## src/rtl/sbuf_pkg.sv

```systemverilog
package sbuf_pkg;

   typedef enum logic {
      CH_LEFT  = 1'b0,
      CH_RIGHT = 1'b1
   } chan_e;

   function automatic int unsigned occ_w(input int unsigned depth);
      return $clog2(depth + 1);
   endfunction

endpackage

```

## src/rtl/sbuf_fifo.sv

```systemverilog
module sbuf_fifo #(
   parameter int W     = 8,
   parameter int DEPTH = 2,
   localparam int AW   = (DEPTH > 1) ? $clog2(DEPTH) : 1,
   localparam int CW   = sbuf_pkg::occ_w(DEPTH)
) (
   input  logic          clk,
   input  logic          rst_n,
   input  logic          push,
   input  logic [W-1:0]  push_data,
   input  logic          pop,
   output logic [W-1:0]  head,
   output logic [CW-1:0] count
);

   if (DEPTH < 2) begin : g_bad_depth
      $error("sbuf_fifo: DEPTH must be at least 2");
   end
   if (W < 1) begin : g_bad_width
      $error("sbuf_fifo: W must be at least 1");
   end

   logic [W-1:0]  mem [DEPTH];
   logic [AW-1:0] wp, rp;
   logic          do_push, do_pop;

   function automatic logic [AW-1:0] adv(input logic [AW-1:0] p);
      return (p == AW'(DEPTH - 1)) ? '0 : p + 1'b1;
   endfunction

   assign do_pop  = pop && (count != '0);
   assign do_push = push && ((count != CW'(DEPTH)) || do_pop);
   assign head    = mem[rp];

   always_ff @(posedge clk) begin
      if (do_push) mem[wp] <= push_data;
   end

   always_ff @(posedge clk or negedge rst_n) begin
      if (!rst_n) begin
         wp    <= '0;
         rp    <= '0;
         count <= '0;
      end else begin
         if (do_push) wp <= adv(wp);
         if (do_pop)  rp <= adv(rp);
         count <= count + CW'(do_push) - CW'(do_pop);
      end
   end

endmodule

```

## src/rtl/sbuf_tx.sv

```systemverilog
module sbuf_tx #(
   parameter int W         = 8,
   parameter int DEPTH     = 2,
   parameter bit STEREO_EN = 1'b1,
   localparam int CW       = sbuf_pkg::occ_w(DEPTH)
) (
   input  logic         clk,
   input  logic         rst_n,
   input  logic         tx_en,
   input  logic         wr_valid,
   input  logic [W-1:0] wr_data,
   input  logic         frame_done,
   input  logic         half_sel,
   input  logic         stereo,
   output logic         load,
   output logic [W-1:0] load_data,
   output logic         level,
   output logic         complete,
   output logic         exp_right,
   output logic         exp_dright
);

   logic [CW-1:0] occ;
   logic          empty, full, wr_ok, sh_busy;

   sbuf_fifo #(.W(W), .DEPTH(DEPTH)) u_buf (
      .clk       (clk),
      .rst_n     (rst_n),
      .push      (wr_valid),
      .push_data (wr_data),
      .pop       (load),
      .head      (load_data),
      .count     (occ)
   );

   assign empty = (occ == '0);
   assign full  = (occ == CW'(DEPTH));
   assign load  = tx_en && !sh_busy && !empty;
   assign wr_ok = wr_valid && (!full || load);
   assign level = half_sel ? (occ <= CW'(DEPTH / 2)) : empty;

   always_ff @(posedge clk or negedge rst_n) begin
      if (!rst_n) begin
         sh_busy  <= 1'b0;
         complete <= 1'b0;
      end else begin
         if (load)            sh_busy <= 1'b1;
         else if (frame_done) sh_busy <= 1'b0;
         if (wr_valid)                 complete <= 1'b0;
         else if (frame_done && empty) complete <= 1'b1;
      end
   end

   if (STEREO_EN) begin : g_stereo
      sbuf_pkg::chan_e next_ch;
      always_ff @(posedge clk or negedge rst_n) begin
         if (!rst_n)         next_ch <= sbuf_pkg::CH_LEFT;
         else if (!stereo)   next_ch <= sbuf_pkg::CH_LEFT;
         else if (wr_ok)     next_ch <= (next_ch == sbuf_pkg::CH_LEFT) ?
                                        sbuf_pkg::CH_RIGHT : sbuf_pkg::CH_LEFT;
      end
      assign exp_right  = stereo && (next_ch == sbuf_pkg::CH_RIGHT);
      assign exp_dright = exp_right && empty;
   end else begin : g_mono
      assign exp_right  = 1'b0;
      assign exp_dright = 1'b0;
   end

endmodule

```

## src/rtl/sbuf_rx.sv

```systemverilog
module sbuf_rx #(
   parameter int W         = 8,
   parameter int DEPTH     = 2,
   parameter bit STEREO_EN = 1'b1,
   localparam int CW       = sbuf_pkg::occ_w(DEPTH),
   localparam int EW       = W + 1
) (
   input  logic         clk,
   input  logic         rst_n,
   input  logic         rx_en,
   input  logic         dis_cmd,
   input  logic         frame_start,
   input  logic         frame_done,
   input  logic [W-1:0] frame_data,
   input  logic         block,
   input  logic         rd,
   input  logic         stereo,
   output logic [W-1:0] rd_data,
   output logic         valid,
   output logic         full,
   output logic         right_next,
   output logic         full_right
);

   logic [CW-1:0] occ;
   logic [EW-1:0] head, push_word, slot_word;
   logic          slot_v, in_frame, aborted;
   logic          accept, slot_mv, push, tag;

   assign full      = (occ == CW'(DEPTH));
   assign valid     = (occ != '0);
   assign accept    = frame_done && rx_en && !aborted && !block;
   assign slot_mv   = slot_v && !full;
   assign push      = slot_mv || (accept && !slot_v && !full);
   assign push_word = slot_mv ? slot_word : {tag, frame_data};
   assign rd_data   = head[W-1:0];

   sbuf_fifo #(.W(EW), .DEPTH(DEPTH)) u_buf (
      .clk       (clk),
      .rst_n     (rst_n),
      .push      (push),
      .push_data (push_word),
      .pop       (rd),
      .head      (head),
      .count     (occ)
   );

   always_ff @(posedge clk or negedge rst_n) begin
      if (!rst_n) begin
         in_frame  <= 1'b0;
         aborted   <= 1'b0;
         slot_v    <= 1'b0;
         slot_word <= '0;
      end else begin
         if (frame_start)     in_frame <= 1'b1;
         else if (frame_done) in_frame <= 1'b0;
         if (frame_start || frame_done) aborted <= 1'b0;
         else if (dis_cmd && in_frame)  aborted <= 1'b1;
         if (accept && (slot_mv || (!slot_v && full))) begin
            slot_v    <= 1'b1;
            slot_word <= {tag, frame_data};
         end else if (slot_mv) begin
            slot_v    <= 1'b0;
         end
      end
   end

   if (STEREO_EN) begin : g_stereo
      sbuf_pkg::chan_e cur_ch;
      logic [CW-1:0]   right_cnt;
      logic            pop_eff;
      assign pop_eff = rd && valid;
      assign tag     = stereo && (cur_ch == sbuf_pkg::CH_RIGHT);
      always_ff @(posedge clk or negedge rst_n) begin
         if (!rst_n) begin
            cur_ch    <= sbuf_pkg::CH_LEFT;
            right_cnt <= '0;
         end else begin
            if (!stereo)                  cur_ch <= sbuf_pkg::CH_LEFT;
            else if (frame_done && rx_en) cur_ch <= (cur_ch == sbuf_pkg::CH_LEFT) ?
                                                    sbuf_pkg::CH_RIGHT : sbuf_pkg::CH_LEFT;
            right_cnt <= right_cnt + CW'(push && push_word[W])
                                   - CW'(pop_eff && head[W]);
         end
      end
      assign right_next = stereo && valid && head[W];
      assign full_right = stereo && full && (right_cnt == CW'(DEPTH));
   end else begin : g_mono
      assign tag        = 1'b0;
      assign right_next = 1'b0;
      assign full_right = 1'b0;
   end

endmodule

```

## src/rtl/sbuf_status_ctrl.sv

```systemverilog
module sbuf_status_ctrl #(
   parameter int DATA_W    = 8,
   parameter int TX_DEPTH  = 2,
   parameter int RX_DEPTH  = 2,
   parameter bit STEREO_EN = 1'b1
) (
   input  logic              clk,
   input  logic              rst_n,
   input  logic              cmd_tx_en,
   input  logic              cmd_tx_dis,
   input  logic              cmd_rx_en,
   input  logic              cmd_rx_dis,
   input  logic              cfg_tx_half,
   input  logic              cfg_auto_tri,
   input  logic              cfg_stereo,
   input  logic              rx_block,
   input  logic              tx_wr_valid,
   input  logic [DATA_W-1:0] tx_wr_data,
   output logic              tx_load,
   output logic [DATA_W-1:0] tx_load_data,
   input  logic              tx_frame_done,
   input  logic              rx_frame_start,
   input  logic              rx_frame_done,
   input  logic [DATA_W-1:0] rx_frame_data,
   input  logic              rx_rd,
   output logic [DATA_W-1:0] rx_rd_data,
   output logic              tx_level,
   output logic              tx_complete,
   output logic              tx_tristated,
   output logic              rx_valid,
   output logic              rx_full,
   output logic              rx_right_next,
   output logic              rx_full_right,
   output logic              tx_exp_right,
   output logic              tx_exp_dright
);

   if (TX_DEPTH < 2 || RX_DEPTH < 2) begin : g_bad_depth
      $error("sbuf_status_ctrl: buffer depths must be at least 2");
   end

   logic tx_on, rx_on;

   always_ff @(posedge clk or negedge rst_n) begin
      if (!rst_n) begin
         tx_on <= 1'b0;
         rx_on <= 1'b0;
      end else begin
         if (cmd_tx_dis)     tx_on <= 1'b0;
         else if (cmd_tx_en) tx_on <= 1'b1;
         if (cmd_rx_dis)     rx_on <= 1'b0;
         else if (cmd_rx_en) rx_on <= 1'b1;
      end
   end

   assign tx_tristated = !cfg_auto_tri && !tx_on;

   sbuf_tx #(.W(DATA_W), .DEPTH(TX_DEPTH), .STEREO_EN(STEREO_EN)) u_tx (
      .clk        (clk),
      .rst_n      (rst_n),
      .tx_en      (tx_on),
      .wr_valid   (tx_wr_valid),
      .wr_data    (tx_wr_data),
      .frame_done (tx_frame_done),
      .half_sel   (cfg_tx_half),
      .stereo     (cfg_stereo),
      .load       (tx_load),
      .load_data  (tx_load_data),
      .level      (tx_level),
      .complete   (tx_complete),
      .exp_right  (tx_exp_right),
      .exp_dright (tx_exp_dright)
   );

   sbuf_rx #(.W(DATA_W), .DEPTH(RX_DEPTH), .STEREO_EN(STEREO_EN)) u_rx (
      .clk         (clk),
      .rst_n       (rst_n),
      .rx_en       (rx_on),
      .dis_cmd     (cmd_rx_dis),
      .frame_start (rx_frame_start),
      .frame_done  (rx_frame_done),
      .frame_data  (rx_frame_data),
      .block       (rx_block),
      .rd          (rx_rd),
      .stereo      (cfg_stereo),
      .rd_data     (rx_rd_data),
      .valid       (rx_valid),
      .full        (rx_full),
      .right_next  (rx_right_next),
      .full_right  (rx_full_right)
   );

endmodule

```

## config.mk

```make
export PLATFORM = sky130hd
export DESIGN_NAME = sbuf_status_ctrl
export DESIGN_NICKNAME = d
export VERILOG_FILES = /design/src/rtl/sbuf_pkg.sv /design/src/rtl/sbuf_fifo.sv /design/src/rtl/sbuf_tx.sv /design/src/rtl/sbuf_rx.sv /design/src/rtl/sbuf_status_ctrl.sv
export SDC_FILE = /design/constraint.sdc
export NUM_CORES = 1
export LEC_CHECK = 0
export BUFFER_PORTS_ARGS = -buffer_cell sky130_fd_sc_hd__buf_2
export CAP_MARGIN = 30
export CORE_MARGIN = 4
export CORE_UTILIZATION = 23
export DETAILED_ROUTE_END_ITERATION = 8
export PLACE_DENSITY = 0.49
export SYNTH_ARGS = -nofsm -noshare
export SYNTH_HDL_FRONTEND = slang
export SYNTH_SLANG_ARGS = --single-unit
export TNS_END_PERCENT = 50
```

## constraint.sdc

```tcl
create_clock -name clk -period 4.9 [get_ports clk]
set_input_delay 0.735 -clock clk [delete_from_list [all_inputs] [get_ports clk]]
set_output_delay 0.735 -clock clk [all_outputs]
set_load 0.03 [all_outputs]
```

# [Word-level counts from Yosys, hierarchy flattened]
# Memory sizes are Yosys's and may differ from the RTL's.
# Index checks and enable logic that the tools add are counted.
[classes] addsub=10 order_cmp=1 eq_ne=7 n_mux=30 n_reduce_logical=52
[ops] operator="$mux 1" n=29
[ops] operator="$logic_and 1x1->1" n=27
[ops] operator="$reduce_bool 2->1" n=9
[ops] operator="$logic_not 1->1" n=9
[ops] operator="$mux 9" n=1
[ops] operator="$add 2x1->2" n=3
[ops] operator="$eq 2x2->1 const B" n=3
[ops] operator="$logic_or 1x1->1" n=6
[ops] operator="$sub 2x1->2" n=3
[ops] operator="$add 1x1->1 const B" n=4
[ops] operator="$ne 2x1->1 const B" n=2
[ops] operator="$ne 2x2->1 const B" n=2
[ops] operator="$le 2x1->1 const B" n=1
[ops] operator="$logic_not 2->1" n=1
[word_totals] ff_bits=28 ram_bits=34 inputBits=31 out_inout_bits=26 word_cells=119 mem_count=2
[memory_table] memory="u_rx.u_buf.mem" depth=2 word_bits=9 rd=1 rd_clocked_by_memory_dff=0 write_ports=1 line_no="sbuf_fifo.sv:23" source="logic [W-1:0] mem [DEPTH];"
[memory_table] memory="u_tx.u_buf.mem" depth=2 word_bits=8 rd=1 rd_clocked_by_memory_dff=0 write_ports=1 line_no="sbuf_fifo.sv:23"

# [Longest topological paths before layout]
[logic_depth] ltp_word=9 ltp_mapped=9

# [Hierarchy]
# A second synthesis with hierarchy kept.
[hier_totals] hier_cells=178 hier_area_um2=2698.8
[modules_own_cells] module="sbuf_fifo (u_rx.u_buf)" n_inst=1 cells_per_inst=47 area_each_um2=880.8 seq_area_each_um2=640.6
[modules_own_cells] module="sbuf_fifo (u_tx.u_buf)" n_inst=1 cells_per_inst=44 area_each_um2=807.0 seq_area_each_um2=580.6
[modules_own_cells] module="sbuf_rx" n_inst=1 cells_per_inst=63 area_each_um2=772.0 seq_area_each_um2=375.4
[modules_own_cells] module="sbuf_tx" n_inst=1 cells_per_inst=19 area_each_um2=165.2 seq_area_each_um2=75.1
[modules_own_cells] module="sbuf_status_ctrl" n_inst=1 cells_per_inst=5 area_each_um2=73.8 seq_area_each_um2=50.0

# [Least setup slack after synthesis]
# OpenSTA, ideal clock, no wires.
[synth_path] path_type="input to output" startpoint="in cfg_stereo" endpoint="out rx_full_right" t_arrival_ns=1.422 required_ns=4.165 slack_ns=2.743 cell_stages=2 cell_sequence="nand2_1 > nor3_1"
[synth_between] elab_chain_len=2
[synth_rtl] element="start: declaration" line_no="sbuf_status_ctrl.sv:15" source="input logic cfg_stereo,"
[synth_rtl] element="$logic_and 1x1->1 (2 in series)" line_no="sbuf_rx.sv:87" source="assign full_right = stereo && full && (right_cnt == CW'(DEPTH));"
[synth_rtl] element="end: declaration" line_no="sbuf_status_ctrl.sv:33" source="output logic rx_full_right,"
# Every way passes these cells.

# [Worst setup path after layout]
[layout_path] startpoint="reg u_rx.u_buf.rp" endpoint="out rx_right_next"
[layout_between] elab_chain_len=2
[layout_rtl] element="start: declaration" line_no="sbuf_fifo.sv:24" source="logic [AW-1:0] wp, rp;"
[layout_rtl] element="start signal: assignment" line_no="sbuf_fifo.sv:46" source="if (do_pop) rp <= adv(rp);"
[layout_rtl] element="$mem_v2 2x9"
[layout_rtl] element="$logic_and 1x1->1" line_no="sbuf_rx.sv:86" source="assign right_next = stereo && valid && head[W];"
[layout_rtl] element="end: declaration" line_no="sbuf_status_ctrl.sv:32" source="output logic rx_right_next,"
# Every way passes these cells.

==> metrics.md <==
| Metric | Value |
|---|---|
| Async SR Flop Fraction | `0.4516` |
| Ports | `57` |
| Synth area leader | `edfxtp_1` |
| Sw Pwr | `729.2 µW` |
| Layout net count | `293` |
| Crit start category | `flop` |
| Core ar. | `0.01103 mm²` |
| Via/cell ratio | `4.005` |
| Number of flops mapped to enable cells by yosys | `34` |
| Starting Density | `0.2400` |
| Commonest non-fill, non-tap cell in the layout | `buf_2` |
| Clk root buf | `clkbuf_16` |
| Die W | `115.3 µm` |
| Worst-case clock buffer depth | `2` |
| Flop pwr share | `0.381` |
| CTS tree | `yes` |
| Final ANT Viol Nets | `0` |
| CP arrival | `1.62 ns` |
| Worst-path clk slew | `0.06 ns` |
| Sequential standard cell area | `0.001722 mm²` |
| Slew @ Worst Pin | `0.8038 ns` |
| Post-route minimum period | `2.359 ns` |
| Synth Warn # | `0` |
| Worst skew pair latency | `0.32 ns` |
| CTS Hold Bufs | `0` |
| Max_cap viols | `0` |
| Cell area after synthesis | `0.002648 mm²` |
| Lkg Pwr | `0.001475 µW` |
| Element type at the critical path end | `output pin` |
| Switching part of the total | `0.3355` |
| Via count | `1,602` |
| Synth area leaders | `edfxtp_1 39%, dfrtp_1 26%, mux2_2 10%, nand2_1 4.1%, xnor2_1 3.6%` |
| Synth Register Bits | `62` |
| H-tree depth | `3` |
| First-pass GRT wire length | `8.259 mm` |
| Share of cells above drive strength 1 | `0.4038` |
| Post-cts resize count | `0` |
| Area of the multi-input gates | `859.6 µm²` |
| Worst-path fanout max | `10` |
| Pwr/cell area | `640.5 mW/mm²` |
| Register area share after synthesis | `0.6503` |
| Syn Nets | `230` |
| Avg Cell Area, Syn | `13.79 µm²` |
| Row cnt | `38` |
| DRC Markers | `0` |
| WL/cell | `12.91 µm` |
| Total Routing Usage GR | `0.08260` |
| DIE HEIGHT | `115.3 µm` |
| Die footprint | `0.01329 mm²` |
| Top-area cell type share of the netlist area | `0.3856` |
| Slew Viols, Final | `0` |
| Clock skew | `0.007045 ns` |
| Gr ovfl total | `0` |
| Post-synth top flop | `edfxtp_1` |
| Pin count of the biggest net entering global routing | `29` |
| Setup TNS Final | `0 ns` |
| Routed wire length | `5.163 mm` |
| Most frequent cells in the layout | `56 x buf_2, 34 x edfxtp_1, 29 x nand2_1` |
| Setup violations, final | `0` |
| Max_slew headroom | `0.4631` |
| Initial antenna violation count | `0` |
| Crit path required time | `4.16 ns` |
| Comb pwr share | `0.311` |
| Antenna fix cells | `0` |
| Max Fclk | `424.0 MHz` |
| Initial DRC Count | `53` |
| RSZ-0062 raised after global routing | `no` |
| First-pass DRT Iterations | `4` |
| Num CTS Buffers | `9` |
| Int Pwr | `1444 µW` |
| Max IR drop VDD | `192.5 µV` |
| Final hold violation count | `0` |
| Fill cell count | `1,139` |
| Vias in the first global route | `1,695` |
| DP HPWL | `3.723 mm` |
| Status | `finished clean` |
| Sink Count | `62` |
| Period utilisation layout | `0.4813` |
| Overall power | `2173 µW` |
| P&R area growth vs syn | `28.17%` |
| Hold WC Path Type | `primary input to asynchronous set/reset pin` |
| Clk pwr share | `0.307` |
| Port Buffers | `56` |
| Cells after Synth | `192` |
| Critical path class | `flop to output pin` |
| Synth cell types | `30` |
| Post-CTS setup buffer count | `0` |
| Routability cong. | `0.6773` |
final timing paths:
| kind | start | to | slack, ns | depth (start not counted) |
|---|---|---|---|---|
| worst max-delay path | u_rx.u_buf.rp | rx_right_next | 2.54 | 3 |
| worst min-delay path | rst_n | u_rx.slot_word[8] | 0.45 | 1 |
| worst max register to register | u_rx.u_buf.count[1] | u_rx.u_buf.mem[1][1] | 2.58 | 4 |
| worst min register to register | u_rx.slot_word[1] | u_rx.slot_word[1] | 0.47 | 2 |
| max in group asynchronous | rst_n | u_tx.u_buf.wp | 4.01 | 1 |
| min in group clk | u_rx.slot_word[1] | u_rx.slot_word[1] | 0.47 | 2 |
registers in the layout, indices dropped and copies added, names as in the netlist:
name                     count
u_tx.g_stereo.next_ch        1
u_tx.u_buf.count             2
u_tx.u_buf.mem              16
u_rx.g_stereo.cur_ch         1
u_rx.u_buf.mem              18
u_tx.u_buf.wp                1
u_rx.slot_v                  1
u_rx.u_buf.rp                1
u_rx.u_buf.count             2
u_rx.u_buf.wp                1
u_rx.g_stereo.right_cnt      2
rx_on                        1
tx_on                        1
u_tx.sh_busy                 1
u_tx.u_buf.rp                1
u_rx.slot_word               9
u_rx.aborted                 1
u_rx.in_frame                1
u_tx.complete                1
cell usage after synthesis (2+ instances only):
library cell,count
edfxtp_1,34
nand2_1,29
dfrtp_1,28
mux2_2,24
nor2_1,14
xnor2_1,11
inv_1,10
ha_1,7
and2_1,4
nor2b_1,4
a21o_1,3
a21oi_1,3
buf_2,2
nor3_1,2
o21ai_2,2
routing by layer:
layer,vias to the layer above,global-route usage,part of all wire
met5,-,0,0
met4,0,0.05164,0.019
met3,8,0.02000,0.036
met2,27,0.1366,0.50
met1,780,0.09605,0.44
li1,787,-,-
power groups by stage:
stage          Sequential, µW  Clock [µW]  Combinational (µW)
2_1_floorplan             793           0                 554
3_3_place_gp              835           0                 686
3_5_place_dp              841           0                 692
4_1_cts                   832         685                 696
5_1_grt                   851         710                 744
6_report                  829         667                 677
cells by family (layout without fill, tap and decap cells):
family,count (synthesis),after routing,synth area share
AOI/OAI and AO/OA,11,11,0.03072
xor gates and xnor gates,12,12,0.03970
adders and majority gates,7,7,0.03308
buffers and inverters,15,83,0.02505
DFF,62,62,0.6503
muxes,25,25,0.1059
and+or+nand+nor,60,60,0.1153
through the flow:
step / utilization / hold WS (ns) / instances / worst slack, ns / instance area [µm²]
after global placement: 0.2790 / 0.4515 / 384 / 2.446 / 3078
after global routing: 0.3076 / 0.4874 / 400 / 2.440 / 3393
after floorplan: - / 0.4394 / 192 / 2.743 / 2648
after CTS: 0.3076 / 0.4704 / 400 / 2.492 / 3393
after detailed placement: 0.2790 / 0.4564 / 384 / 2.389 / 3078
final: 0.3076 / 0.4481 / 400 / 2.541 / 3393
area by class of cell:
cell class / instances / share of cell area
sequential: 62 / 0.5074
multi-input combinational: 115 / 0.2533
timing repair buffer: 56 / 0.08260
clock buffer: 10 / 0.06748
tap: 140 / 0.05162
clock inverter: 6 / 0.02544
inverter: 11 / 0.01217
worst max-delay path, stage by stage (launching register included):
cell and delay, ns:
dfrtp_1 0.63, mux2i_1 0.40, nor2_1 0.08, buf_2 0.18
(Power assumes the default switching activity.)
